===== src/rtl/usb_frame_sched.sv =====
module usb_frame_sched #(
  parameter int          FI_W      = 14,
  parameter logic [13:0] FI_RST    = 14'd11999,
  parameter logic [14:0] FSMPS_RST = 15'h2778,
  parameter logic [15:0] LST_RST   = 16'h0628,
  parameter logic [2:0]  DLY_IDLE  = 3'd7
) (
  input  logic        clk,
  input  logic        rst_n,
  input  logic        run_en,
  input  logic        bit_tick,
  input  logic        cfg_wr,
  input  logic        cfg_sel,
  input  logic [31:0] cfg_wdata,
  input  logic        retire_vld,
  input  logic [2:0]  retire_delay,
  input  logic [31:0] retire_addr,
  input  logic        irq_pend_en,
  input  logic        wb_ack,
  output logic [31:0] fm_interval,
  output logic [15:0] ls_thresh,
  output logic [31:0] frame_rem,
  output logic [15:0] frame_num,
  output logic [4:0]  slot_idx,
  output logic        sof_irq,
  output logic        wb_strobe,
  output logic [31:0] wb_head,
  output logic        wb_irq
);

  logic [FI_W-1:0] fi, elapsed;
  logic [14:0]     fsmps;
  logic            fit, frt;
  logic [2:0]      dly_cnt, dly_b, dly_n;
  logic [31:0]     done_head;

  wire boundary = run_en & bit_tick & (elapsed >= fi);
  wire wb_fire  = boundary & (dly_cnt == 3'd0) & ~wb_irq;

  always_comb begin
    if (wb_fire)
      dly_b = DLY_IDLE;
    else if (boundary && dly_cnt != 3'd0 && dly_cnt != DLY_IDLE)
      dly_b = dly_cnt - 3'd1;
    else
      dly_b = dly_cnt;
    dly_n = (retire_vld && retire_delay < dly_b) ? retire_delay : dly_b;
  end

  assign fm_interval = {fit, fsmps, 2'b00, fi};
  assign slot_idx    = frame_num[4:0];
  assign frame_rem   = (run_en && elapsed <= fi) ? {frt, 17'd0, fi - elapsed}
                                                 : {frt, 31'd0};

  always_ff @(posedge clk) begin
    if (!rst_n) begin
      fi        <= FI_RST;
      fsmps     <= FSMPS_RST;
      fit       <= 1'b0;
      frt       <= 1'b0;
      ls_thresh <= LST_RST;
      elapsed   <= '0;
      frame_num <= '0;
      sof_irq   <= 1'b0;
      dly_cnt   <= DLY_IDLE;
      done_head <= '0;
      wb_strobe <= 1'b0;
      wb_head   <= '0;
      wb_irq    <= 1'b0;
    end else begin
      if (cfg_wr && !cfg_sel) begin
        fi    <= cfg_wdata[13:0];
        fsmps <= cfg_wdata[30:16];
        fit   <= cfg_wdata[31];
      end
      if (cfg_wr && cfg_sel)
        ls_thresh <= cfg_wdata[15:0];

      if (!run_en || boundary)
        elapsed <= '0;
      else if (bit_tick)
        elapsed <= elapsed + 1'b1;

      sof_irq <= boundary;
      if (boundary) begin
        frame_num <= frame_num + 16'd1;
        frt       <= fit;
      end

      dly_cnt   <= dly_n;
      wb_strobe <= wb_fire;
      if (wb_fire)
        wb_head <= {done_head[31:1], irq_pend_en};

      if (retire_vld)
        done_head <= {retire_addr[31:4], 4'd0};
      else if (wb_fire)
        done_head <= '0;

      if (wb_fire)
        wb_irq <= 1'b1;
      else if (wb_ack)
        wb_irq <= 1'b0;
    end
  end

endmodule


===== config.mk =====
export PLATFORM = sky130hd
export DESIGN_NAME = usb_frame_sched
export DESIGN_NICKNAME = d
export VERILOG_FILES = /design/src/rtl/usb_frame_sched.sv
export SDC_FILE = /design/constraint.sdc
export NUM_CORES = 1
export LEC_CHECK = 0
export CAP_MARGIN = 25
export CORE_MARGIN = 1.5
export CORE_UTILIZATION = 46
export DETAILED_ROUTE_END_ITERATION = 10
export PLACE_DENSITY = 0.81
export SLEW_MARGIN = 0
export SYNTH_ARGS = -nofsm -noshare
export SYNTH_HDL_FRONTEND = slang
export SYNTH_SLANG_ARGS = --single-unit

===== constraint.sdc =====
create_clock -name clk -period 4.2 [get_ports clk]
set_clock_uncertainty 0.2 [all_clocks]
set_input_delay 0.42 -clock clk [delete_from_list [all_inputs] [get_ports clk]]
set_output_delay 0.42 -clock clk [all_outputs]
set_load 0.03 [all_outputs]

==> impl_metrics.yaml <==
outcome:
  status: "finished, final reports clean"
cells_and_area:
  seqCellArea_mm2: 0.00280
  layout_commonest_cell: "nand2_1"
  multi_input_area_mm2: 0.00313
  mostFrequentLayoutCells: "nand2_1, clkdlybuf4s50_1, dfxtp_1, a21oi_1, nor2_1"
  layout-drive-gt1-share_pct: 5.36
  fill_cells: 1157
  diodes: 0
  nets: 1056
  final_cells: 1147
  syn_to_final_growth_pct: 41.2
timing:
  clock.fmax_ghz: 0.245
  tightestPinTransition_ns: 0.723
  period_share_pct: 97.1
  holdWs_ns: 0.249
  fin_crit_ns: 4.08
  hold_viol_final: 0
  maxSlewHeadroom_pct: 50.6
  fin_setup_tns_ns: 0
  slew_violations: 0
  setup_ws_ns: 0.124
  finalSetupViolations: 0
die:
  start_util_pct: 47.4
  die_w_um: 120
  dieHeight_um: 120
  design.core.area_mm2: 0.0133
  rows: 42
  die_area_mm2: 0.0145
  ios: 212
worst_setup_path:
  rr_endpoint: "dly_cnt[1]$_SDFF_PN1_"
  arrival_ns: 3.46
  crit_type: "register to output pin"
  r2r-start: "elapsed[0]$_SDFFE_PP0P_"
  cp-end-kind: "output pin"
  crit_top_cell: "a211oi_2"
  crit_path_cell_trace: "ha_1 -> inv_1 -> fa_1 -> a211oi_2 -> o21ai_1 -> a211oi_2 -> a21oi_1 -> o21ai_0 -> buf_4 -> nor2_1 -> clkdlybuf4s50_1"
  startpoint_type: "register"
  setup.worst_path.start: "elapsed[0]$_SDFFE_PP0P_"
  reg2reg_slack_ns: 0.29
  critPathMaxFanout: 7
  r2r_cells: 12
  slowest_stage: "clkdlybuf4s50_1"
  path_delay_family: "compound AO/OA/AOI/OAI gates"
  cp.depth: 11
  critical_path_buf_inv_count: 3
  critPathMaxStageDelay_ns: 0.58
  cp.required_ns: 3.58
  critical_path.endpoint: "frame_rem[1]"
clock_network:
  clk_latency_ns: 0.41
  clockRootBuffer: "clkbuf_16"
  path_clk_slew_ns: 0.05
  numClockSinks: 140
  numCtsBuffers: 17
  cts_hold_buf: 0
  cts_tree: "done"
  htree_num_levels: 4
  clock_path_buffers: 2
worst_hold_path:
  hp-class: "register to register"
synth:
  synth_top_area_cell: "dfxtp_1"
  ys_types: 48
  synth.avg_cell_area_um2: 8.00
  synth-seq-cells: 140
  synth_edf_count: 0
  synth_top_area_share_pct: 44.3
  synth_cells: 791
  synthesis.area_mm2: 0.00632
  ys.flop_type: "dfxtp_1"
  yosys_warnings: 0
  ys_async_sr_fraction_pct: 0
  ys_seq_area_share_pct: 44.3
  synthTopCellsByArea: "dfxtp_1, nand2_1, a21oi_1, ha_1, nand3b_1"
grt:
  grt_pass1_vias: 5450
  grt_overflow: 0
  grt_pass1_wl_mm: 26.7
  grtUsageTotal_pct: 23.4
  grt_max_degree: 58
  grt_antenna_before_repair: 0
place:
  place_congestion: 0.877
  post-place-ws_ns: 0.230
  io_buffers: 185
  hpwl_mm: 11.8
  dp_cells: 1113
pwr:
  leakagePower_nw: 3.57
  switching_share_pct: 23.9
  pwr_density_cell_mw_per_mm2: 396
  combinationalPowerShare_pct: 13.9
  worst_ir_drop_vdd_mv: 0.263
  switching_power_mw: 0.844
  seq_power_share_pct: 39.7
  intPower_mw: 2.69
  clkPwrFrac_pct: 46.4
detailed_routing:
  wl_per_cell_um: 14.7
  via_count: 5909
  drt_iter0_drc: 324
  avgViaCountPerCell: 5.15
  antenna_left: 0
  drc_errors: 0
  dr.pass1.iters: 7
  routed_wl_mm: 16.9
job:
  maxCapViolations: 0
==> worst register-to-register path: cells and delay by family (launching register included) <==
| family | cells | cell delay (ns) |
|---|---|---|
| AO/OA/AOI/OAI | 6 | 1.78 |
| adder cells (fa/ha/maj) | 3 | 0.81 |
| flip-flops | 1 | 0.40 |
| multiplexers | 1 | 0.35 |
| AND/OR/NAND/NOR | 1 | 0.20 |
| buffers and inverters | 1 | 0.05 |
==> final cells by class <==
cell class	count	share of cell area, %
Clock buffer	27	5.97
Multi-Input combinational cell	575	35.1
Inverter	25	1.05
Clock inverter	5	1.40
Sequential cell	140	31.4
Tap cell	176	2.47
Timing Repair Buffer	199	22.6
==> synthesized netlist by cell type (2+ instances only) <==
| library cell | instances |
|---|---|
| nand2_1 | 195 |
| dfxtp_1 | 140 |
| a21oi_1 | 96 |
| nor2_1 | 48 |
| clkbuf_1 | 32 |
| nand3b_1 | 30 |
| buf_4 | 29 |
| nand3_1 | 27 |
| inv_1 | 24 |
| ha_1 | 21 |
| xnor2_1 | 21 |
| o21ai_0 | 18 |
| nand4_1 | 14 |
| xor2_1 | 11 |
| buf_2 | 9 |
| nand2b_1 | 9 |
| or3_1 | 9 |
| a211oi_1 | 5 |
| nor3_1 | 5 |
| a21o_1 | 4 |
| and3_1 | 4 |
| nor4_1 | 4 |
| a31oi_1 | 3 |
| o21bai_1 | 3 |
| a32o_1 | 2 |
| mux2_1 | 2 |
| nor2b_1 | 2 |
| o211a_1 | 2 |
| o211ai_1 | 2 |
| or2_2 | 2 |
==> registers in the layout, indices dropped and copies added (netlist names) <==
| name | flops |
|---|---|
| frame_num | 16 |
| fsmps | 15 |
| fi | 14 |
| ls_thresh | 16 |
| elapsed | 14 |
| wb_irq | 1 |
| wb_head | 29 |
| wb_strobe | 1 |
| fit | 1 |
| sof_irq | 1 |
| frt | 1 |
| dly_cnt | 3 |
| done_head | 28 |
==> cell families after synthesis <==
| family | share of synthesized area [%] |
|---|---|
| mux | 0.514 |
| other cells | 0.0593 |
| compound gates | 13.1 |
| xor+xnor | 4.43 |
| fa+ha+maj | 4.47 |
| flops | 44.3 |
| simple gates | 25.3 |
| buf+inv | 7.77 |
==> per-layer routing <==
metal  vias up  share of wire (%)  global-route usage [%]
met3        52                5.6                    6.60
met5         -                  0                       0
met4         0                4.1                    11.6
met1      2741                 43                    28.6
met2       189                 48                    37.8
li1       2927                  -                       -
==> how the worst min path moves through the flow <==
stage                               end  slack (ns)  cells after the start                       start
6_report       wb_head[30]$_SDFFE_PN0P_        0.25                      2  done_head[30]$_SDFFE_PN0P_
2_1_floorplan  wb_head[13]$_SDFFE_PN0P_        0.23                      2  done_head[13]$_SDFFE_PN0P_
5_1_grt        wb_head[17]$_SDFFE_PN0P_        0.27                      2  done_head[17]$_SDFFE_PN0P_
3_5_place_dp   wb_head[17]$_SDFFE_PN0P_        0.24                      2  done_head[17]$_SDFFE_PN0P_
3_3_place_gp   wb_head[25]$_SDFFE_PN0P_        0.24                      2  done_head[25]$_SDFFE_PN0P_
4_1_cts        wb_head[17]$_SDFFE_PN0P_        0.25                      2  done_head[17]$_SDFFE_PN0P_
==> metrics by stage <==
stage	area, um2	total power, mW	util, %
2_1_floorplan	6400	1.73	-
3_3_place_gp	8160	1.91	61.1
3_5_place_dp	8210	1.92	61.5
4_1_cts	8870	3.56	66.4
5_1_grt	8930	3.66	66.9
6_report	8930	3.54	66.9
==> power groups by stage <==
stage / Combinational (mW) / Clock [mW] / Sequential (mW)
floorplan: 0.258 / 0 / 1.47
CTS: 0.493 / 1.66 / 1.40
detailed placement: 0.487 / 0 / 1.43
global route: 0.531 / 1.72 / 1.41
finish: 0.492 / 1.64 / 1.40
global placement: 0.477 / 0 / 1.43
==> what timing repair did <==
item | 4_1_cts | 5_1_grt
gates resized for setup | 1 | 14
gates cloned | 0 | 0
endpoints found under the setup margin | 14 | 16
setup buffers | 0 | 2
pin swaps | 0 | 1
No activity file was read; power rests on OpenSTA's default activity.
